--- config.mk ---
export PLATFORM = sky130hd
export DESIGN_NAME = otpprog_top
export DESIGN_NICKNAME = d
export VERILOG_FILES = /design/src/rtl/otpprog_pkg.sv /design/src/rtl/otpprog_ctrl.sv /design/src/rtl/otpprog_datapath.sv /design/src/rtl/otpprog_top.sv
export SDC_FILE = /design/constraint.sdc
export NUM_CORES = 2
export LEC_CHECK = 0
export CORE_MARGIN = 3
export CORE_UTILIZATION = 55
export DETAILED_ROUTE_END_ITERATION = 10
export DONT_BUFFER_PORTS = 1
export PLACE_DENSITY = 0.71
export SYNTH_ARGS = -nofsm -noshare
export SYNTH_HDL_FRONTEND = slang
export SYNTH_SLANG_ARGS = --single-unit
export TNS_END_PERCENT = 5
--- constraint.sdc ---
create_clock -name clk -period 4.15 [get_ports clk]
set_input_delay 1.0375 -clock clk [delete_from_list [all_inputs] [get_ports clk]]
set_output_delay 1.0375 -clock clk [all_outputs]
set_load 0.1 [all_outputs]
--- src/rtl/otpprog_pkg.sv ---
package otpprog_pkg;

  typedef enum logic [1:0] {
    SUP_OFF    = 2'b00,
    SUP_ACCESS = 2'b01,
    SUP_HIGH   = 2'b10,
    SUP_RSVD   = 2'b11
  } supply_e;

  typedef enum logic [1:0] {
    M_READ = 2'd0,
    M_HI1  = 2'd1,
    M_HI2  = 2'd2,
    M_PROG = 2'd3
  } mode_e;

  typedef struct packed {
    logic shiftIn;
    logic shiftOut;
    logic incWord;
    logic clearLatch;
    logic commit;
    logic clearAll;
  } strobe_t;

endpackage

--- src/rtl/otpprog_ctrl.sv ---
module otpprog_ctrl
  import otpprog_pkg::*;
(
  input  logic       clk,
  input  logic       rstN,
  input  logic [1:0] supplyLvl,
  input  logic       selIn,
  input  logic       enIn,
  input  logic       powerDown,
  output logic       progMode,
  output logic       dataOutEn,
  output logic       cascadeOutEn,
  output strobe_t    stb
);

  supply_e sup;
  supply_e supPrev;
  mode_e   mode;
  mode_e   modeNxt;
  logic    bothHigh;
  logic    opOk;

  assign sup      = supply_e'(supplyLvl);
  assign bothHigh = selIn & enIn;

  always_comb begin
    modeNxt = mode;
    unique case (mode)
      M_READ: modeNxt = (bothHigh && sup == SUP_HIGH) ? M_HI1 : M_READ;
      M_HI1:  modeNxt = (bothHigh && sup == SUP_HIGH) ? M_HI2 : M_READ;
      M_HI2: begin
        if (bothHigh && sup == SUP_HIGH)        modeNxt = M_HI2;
        else if (bothHigh && sup == SUP_ACCESS) modeNxt = M_PROG;
        else                                    modeNxt = M_READ;
      end
      M_PROG: modeNxt = powerDown ? M_READ : M_PROG;
      default: modeNxt = M_READ;
    endcase
  end

  always_ff @(posedge clk or negedge rstN) begin
    if (!rstN) begin
      mode    <= M_READ;
      supPrev <= SUP_OFF;
    end else begin
      mode    <= modeNxt;
      supPrev <= sup;
    end
  end

  assign progMode = (mode == M_PROG);
  assign opOk     = progMode && (sup == SUP_ACCESS) && !powerDown;

  always_comb begin
    stb            = '0;
    stb.shiftIn    = opOk &  selIn &  enIn;
    stb.shiftOut   = opOk & ~selIn &  enIn;
    stb.incWord    = opOk &  selIn & ~enIn;
    stb.clearLatch = progMode & ~powerDown & ~selIn;
    stb.commit     = progMode & ~powerDown & (sup == SUP_HIGH) & (supPrev != SUP_HIGH);
    stb.clearAll   = progMode & powerDown;
  end

  assign dataOutEn    = stb.shiftOut;
  assign cascadeOutEn = progMode && (sup != SUP_HIGH);


  entry_seq_chk: assert property (@(posedge clk) disable iff (!rstN)
    $rose(progMode) |-> $past(sup == SUP_ACCESS && selIn && enIn));


  exit_chk: assert property (@(posedge clk) disable iff (!rstN)
    (progMode && powerDown) |=> !progMode);


  op_excl_chk: assert property (@(posedge clk) disable iff (!rstN)
    $onehot0({stb.shiftIn, stb.shiftOut, stb.incWord, stb.commit}));

endmodule

--- src/rtl/otpprog_datapath.sv ---
module otpprog_datapath
  import otpprog_pkg::*;
#(
  parameter int          DEPTH  = 64,
  parameter int          WORD_W = 32,
  parameter logic [7:0]  MFG_ID = 8'h29,
  parameter logic [7:0]  DEV_ID = 8'h71
)(
  input  logic    clk,
  input  logic    rstN,
  input  strobe_t stb,
  input  logic    dataIn,
  output logic    dataOut,
  output logic    done
);

  localparam int CW = $clog2(DEPTH + 1);
  localparam int AW = (DEPTH > 1) ? $clog2(DEPTH) : 1;
  localparam int BW = $clog2(WORD_W);
  localparam logic [15:0] ID_WORD = {DEV_ID, MFG_ID};

  logic [WORD_W-1:0] mem [DEPTH];
  logic [WORD_W-1:0] latchQ;
  logic [CW-1:0]     wordCnt;
  logic [BW-1:0]     bitCnt;
  logic [WORD_W-1:0] curWord;
  logic              atId;
  logic              lastBit;
  logic              curBit;
  logic [DEPTH-1:0]  wrEn;

  assign atId    = (wordCnt == CW'(DEPTH));
  assign curWord = atId ? '1 : mem[wordCnt[AW-1:0]];
  assign lastBit = (bitCnt == BW'(WORD_W - 1));
  assign curBit  = atId ? ID_WORD[bitCnt[3:0]] : curWord[bitCnt];

  for (genvar gi = 0; gi < DEPTH; gi++) begin : g_word
    assign wrEn[gi] = stb.commit && !atId && (wordCnt == CW'(gi));
    always_ff @(posedge clk or negedge rstN) begin
      if (!rstN)         mem[gi] <= '1;
      else if (wrEn[gi]) mem[gi] <= mem[gi] & latchQ;
    end
  end

  always_ff @(posedge clk or negedge rstN) begin
    if (!rstN) begin
      latchQ <= '1;
    end else if (stb.clearAll || stb.clearLatch) begin
      latchQ <= '1;
    end else if (stb.shiftIn) begin
      latchQ <= {dataIn, latchQ[WORD_W-1:1]};
    end
  end

  always_ff @(posedge clk or negedge rstN) begin
    if (!rstN) begin
      wordCnt <= '0;
      bitCnt  <= '0;
      done    <= 1'b0;
      dataOut <= 1'b0;
    end else if (stb.clearAll) begin
      wordCnt <= '0;
      bitCnt  <= '0;
      done    <= 1'b0;
      dataOut <= 1'b0;
    end else if (stb.incWord) begin
      bitCnt <= '0;
      if (!atId) wordCnt <= wordCnt + 1'b1;
    end else if (stb.shiftOut) begin
      dataOut <= curBit;
      if (atId) begin
        bitCnt <= (bitCnt[3:0] == 4'hF) ? '0 : bitCnt + 1'b1;
      end else if (lastBit) begin
        bitCnt  <= '0;
        wordCnt <= wordCnt + 1'b1;
        if (wordCnt == CW'(DEPTH - 1)) done <= 1'b1;
      end else begin
        bitCnt <= bitCnt + 1'b1;
      end
    end
  end


  otp_clear_only_chk: assert property (@(posedge clk) disable iff (!rstN)
    (stb.commit && !atId) |=> ((curWord | $past(curWord)) == $past(curWord)));


  word_sat_chk: assert property (@(posedge clk) disable iff (!rstN)
    wordCnt <= CW'(DEPTH));


  inc_bit_reset_chk: assert property (@(posedge clk) disable iff (!rstN)
    stb.incWord |=> (bitCnt == '0));


  done_sticky_chk: assert property (@(posedge clk) disable iff (!rstN)
    (done && !stb.clearAll) |=> done);

endmodule

--- src/rtl/otpprog_top.sv ---
module otpprog_top
  import otpprog_pkg::*;
#(
  parameter int         DEPTH  = 64,
  parameter int         WORD_W = 32,
  parameter logic [7:0] MFG_ID = 8'h29,
  parameter logic [7:0] DEV_ID = 8'h71
)(
  input  logic       clk,
  input  logic       rstN,
  input  logic [1:0] supplyLvl,
  input  logic       selIn,
  input  logic       enIn,
  input  logic       powerDown,
  input  logic       dataIn,
  output logic       dataOut,
  output logic       dataOutEn,
  output logic       cascadeOut,
  output logic       cascadeOutEn,
  output logic       progMode
);

  strobe_t stb;
  logic    done;

  otpprog_ctrl i_ctrl (
    .clk          (clk),
    .rstN         (rstN),
    .supplyLvl    (supplyLvl),
    .selIn        (selIn),
    .enIn         (enIn),
    .powerDown    (powerDown),
    .progMode     (progMode),
    .dataOutEn    (dataOutEn),
    .cascadeOutEn (cascadeOutEn),
    .stb          (stb)
  );

  otpprog_datapath #(
    .DEPTH  (DEPTH),
    .WORD_W (WORD_W),
    .MFG_ID (MFG_ID),
    .DEV_ID (DEV_ID)
  ) i_datapath (
    .clk     (clk),
    .rstN    (rstN),
    .stb     (stb),
    .dataIn  (dataIn),
    .dataOut (dataOut),
    .done    (done)
  );

  assign cascadeOut = ~done;

endmodule

==> impl_metrics.py <==
metrics = {
    "detailed_routing": {
        "wl_met3_mm": 23.4,
        "wirelength_mm": 266,
        "ant_nets": 0,
        "drcViolationCount": 0,
        "wl_met1_mm": 110,
        "wl_per_cell_um": 31.6,
        "top_layer": "met5",
        "dr.pass1.iters": 6,
        "vias": 56269,
        "drtIter0Drc": 5309,
        "met2WireLength_mm": 120,
        "drt-vias-per-instance": 6.68,
    },
    "setup_path": {
        "r2r_start": "i_datapath.wordCnt[0]",
        "critPathCaptureType": "register",
        "cp.required_ns": 4.96,
        "crit_family": "compound AO/OA/AOI/OAI gates",
        "timing_worst_setup_path_type": "reg2reg",
        "critical_path_buf_inv_count": 3,
        "critPathMaxStageDelay_ns": 1.11,
        "path_cells": "buf_12 -> buf_4 -> and2_1 -> buf_4 -> a22oi_1 -> a21oi_1 -> a2111oi_0 -> a2111o_1 -> a32oi_1 -> o211ai_1 -> a41o_1",
        "cp_max_fo": 18,
        "cp_data_arrival_time_ns": 5.03,
        "cp_slowest_cell": "a2111oi_0",
        "crit_start": "i_datapath.wordCnt[0]",
        "critPathMostFrequentCell": "buf_4",
        "start_kind": "register",
    },
    "pwr": {
        "pwr-share-seq": 0.500,
        "switching_share": 0.213,
        "power_switching_mw": 8.81,
        "peakVddDrop_uv": 371,
        "finalPower_mw": 41.3,
        "power.internal_mw": 32.5,
        "cellPowerDensity_nw_per_um2": 407,
        "power.share.clock": 0.486,
        "power_leakage_nw": 36.7,
        "p_comb_frac": 0.014,
    },
    "synth": {
        "yosysWarnings": 0,
        "ys_top_cells_by_area": "dfstp_2, o21a_1, mux4_2, clkbuf_1, mux2i_1",
        "synth_area_um2": 90200,
        "ys.flop_type": "dfstp_2",
        "synthTopCellsByCount": "dfstp_2, o21a_1, mux4_2",
        "ys_seq_area_frac": 0.611,
        "synth_top_area_frac": 0.606,
        "synth_nets": 6160,
        "syn_inst": 6143,
        "ys_seq_elements": 2098,
        "synth_cell_type_count": 71,
        "synth.most_common_cell": "dfstp_2",
        "async_flop_share": 1.00,
        "synth-edff-count": 0,
        "synth_top_area_cell": "dfstp_2",
        "syn_avg_cell_area_um2": 14.7,
    },
    "cts": {
        "clkTransAtPathRegs_ns": 0.07,
        "cts_buffers": 205,
        "htree_levels": 4,
        "insertion_delay_ns": 0.88,
        "cts_root_buffer": "clkbuf_16",
        "cts_buffer_depth": 3,
        "holdBufCountCts": 0,
        "clock_sinks": 2098,
        "cts_tree": "yes",
        "post_cts.repair.setup_buffers": 0,
    },
    "sta": {
        "skew_ns": 0.0392,
        "rsz0062_at_grt": "false",
        "hold_viol_final": 0,
        "tightest_slew_ns": 1.35,
        "setup_violations": 1,
        "period_share": 1.02,
        "period_needed_ns": 4.23,
        "fmax_mhz": 237,
        "maxSlewViolCount": 0,
        "setup_ws_ns": -0.0752,
        "slew_headroom": 0.101,
    },
    "finish": {
        "regArea_um2": 55100,
        "fillCellCount": 11684,
        "final_util": 0.623,
        "multi_input_area_um2": 32600,
        "area_delta_synth_final_pct": 12.3,
        "drive_gt1_frac": 0.540,
        "nets": 6090,
    },
    "global_route": {
        "grt_pass1_vias": 57915,
        "antenna_found_initial": 7,
        "grt.total_usage": 0.320,
        "grt_max_degree": 285,
        "grt_overflow_total": 0,
        "grt_pass1_wl_mm": 397,
    },
    "worst_hold_path": {
        "min_path_type": "in2async",
    },
    "outcome": {
        "violations": "negative setup slack",
        "status": "finished with violations",
    },
    "floorplan": {
        "start_util": 0.554,
        "dieWidth_um": 411,
        "dieArea_um2": 169000,
        "core_area_um2": 163000,
        "rows": 148,
        "die_h_um": 411,
        "ios": 13,
    },
    "job": {
        "drv_cap": 0,
    },
    "place": {
        "dpl.hpwl_mm": 166,
        "gp_congestion": 0.968,
        "port-buffer-count": 0,
    },
}
## through the flow
step / TNS [ns] / setup WS (ns) / instance area [µm²] / instances / hold WS [ns]
after floorplan: 0 / 0.817 / 90200 / 6143 / 0.437
final: -0.0752 / -0.0752 / 101000 / 8427 / 0.0761
after global placement: -661.75 / -1.79 / 93800 / 8036 / 0.442
after detailed placement: -457.97 / -1.41 / 93900 / 8037 / 0.446
after global routing: 0 / 0.00155 / 101000 / 8424 / 0.0222
after CTS: 0 / 0.0219 / 101000 / 8420 / 0.000548
## area by class of cell
class                           instances  area share
Sequential cell                      2098       0.544
Multi-Input combinational cell       3401       0.322
Clock buffer                          297      0.0595
Timing Repair Buffer                  349      0.0342
Tap cell                             2175      0.0269
Clock inverter                         84      0.0131
Inverter                               18    0.000716
Antenna cell                            5    0.000123
## worst paths after layout
| check | slack, ns | endpoint | depth (start not counted) |
|---|---|---|---|
| max in group asynchronous | 0.39 | i_datapath.mem[1852] | 5 |
| worst max register to register | -0.08 | i_datapath.dataOut | 11 |
| min in group clk | 0.20 | i_ctrl.supPrev[1] | 0 |
| worst min register to register | 0.45 | i_datapath.mem[165] | 1 |
| worst max-delay path | -0.08 | i_datapath.dataOut | 11 |
| worst min-delay path | 0.08 | i_datapath.mem[860] | 0 |
## logic make-up (layout without fill, tap and decap cells)
kind of cell    count (synthesis)  after routing  synth area share
compound gates               2370           2370             0.195
xor+xnor                        3              3          0.000291
fa+ha+maj                       9              9           0.00125
buf+inv                       644            748            0.0315
flops                        2098           2098             0.611
mux                           615            615             0.140
other cells                     0              5                 0
simple gates                  404            404            0.0211
## cells in the final DEF, fill, tap and decap left out, types with 39 or more instances in the layout
cell,Yosys,final
dfstp_2,2080,2079
o21a_1,2050,2050
mux4_2,497,497
buf_4,42,290
clkbuf_16,0,208
nand2_1,164,163
mux2i_1,90,90
a22oi_1,87,87
a21oi_1,61,61
nand3_2,0,60
clkbuf_8,0,51
nand3_1,106,46
buf_12,5,46
clkbuf_1,479,39
## sequential cells by signal, indices dropped and copies added (netlist names)
register,cells
i_datapath.latchQ,32
i_datapath.mem,2048
i_datapath.done,1
i_ctrl.mode,2
i_datapath.bitCnt,5
i_ctrl.supPrev,2
i_datapath.dataOut,1
i_datapath.wordCnt,7
## layer usage
layer | GRT usage | up-vias
li1 | - | 22642
met1 | 0.451 | 30645
met2 | 0.477 | 2371
met3 | 0.0763 | 605
met4 | 0.141 | 6
met5 | 0 | -
## power by group through the flow
stage | clock, mW | sequential, mW | combinational (mW)
floorplan | 0 | 20.9 | 0.154
detailed placement | 0 | 20.9 | 0.593
global route | 21.2 | 20.6 | 0.664
global placement | 0 | 20.9 | 0.576
CTS | 20.3 | 20.6 | 0.604
finish | 20.1 | 20.6 | 0.594
## repair_timing
action / CTS / global route
gates cloned: 2 / 1
gates resized for setup: 0 / 1
setup endpoints to repair: 278 / 270
Power figures use the tool's default switching activity.
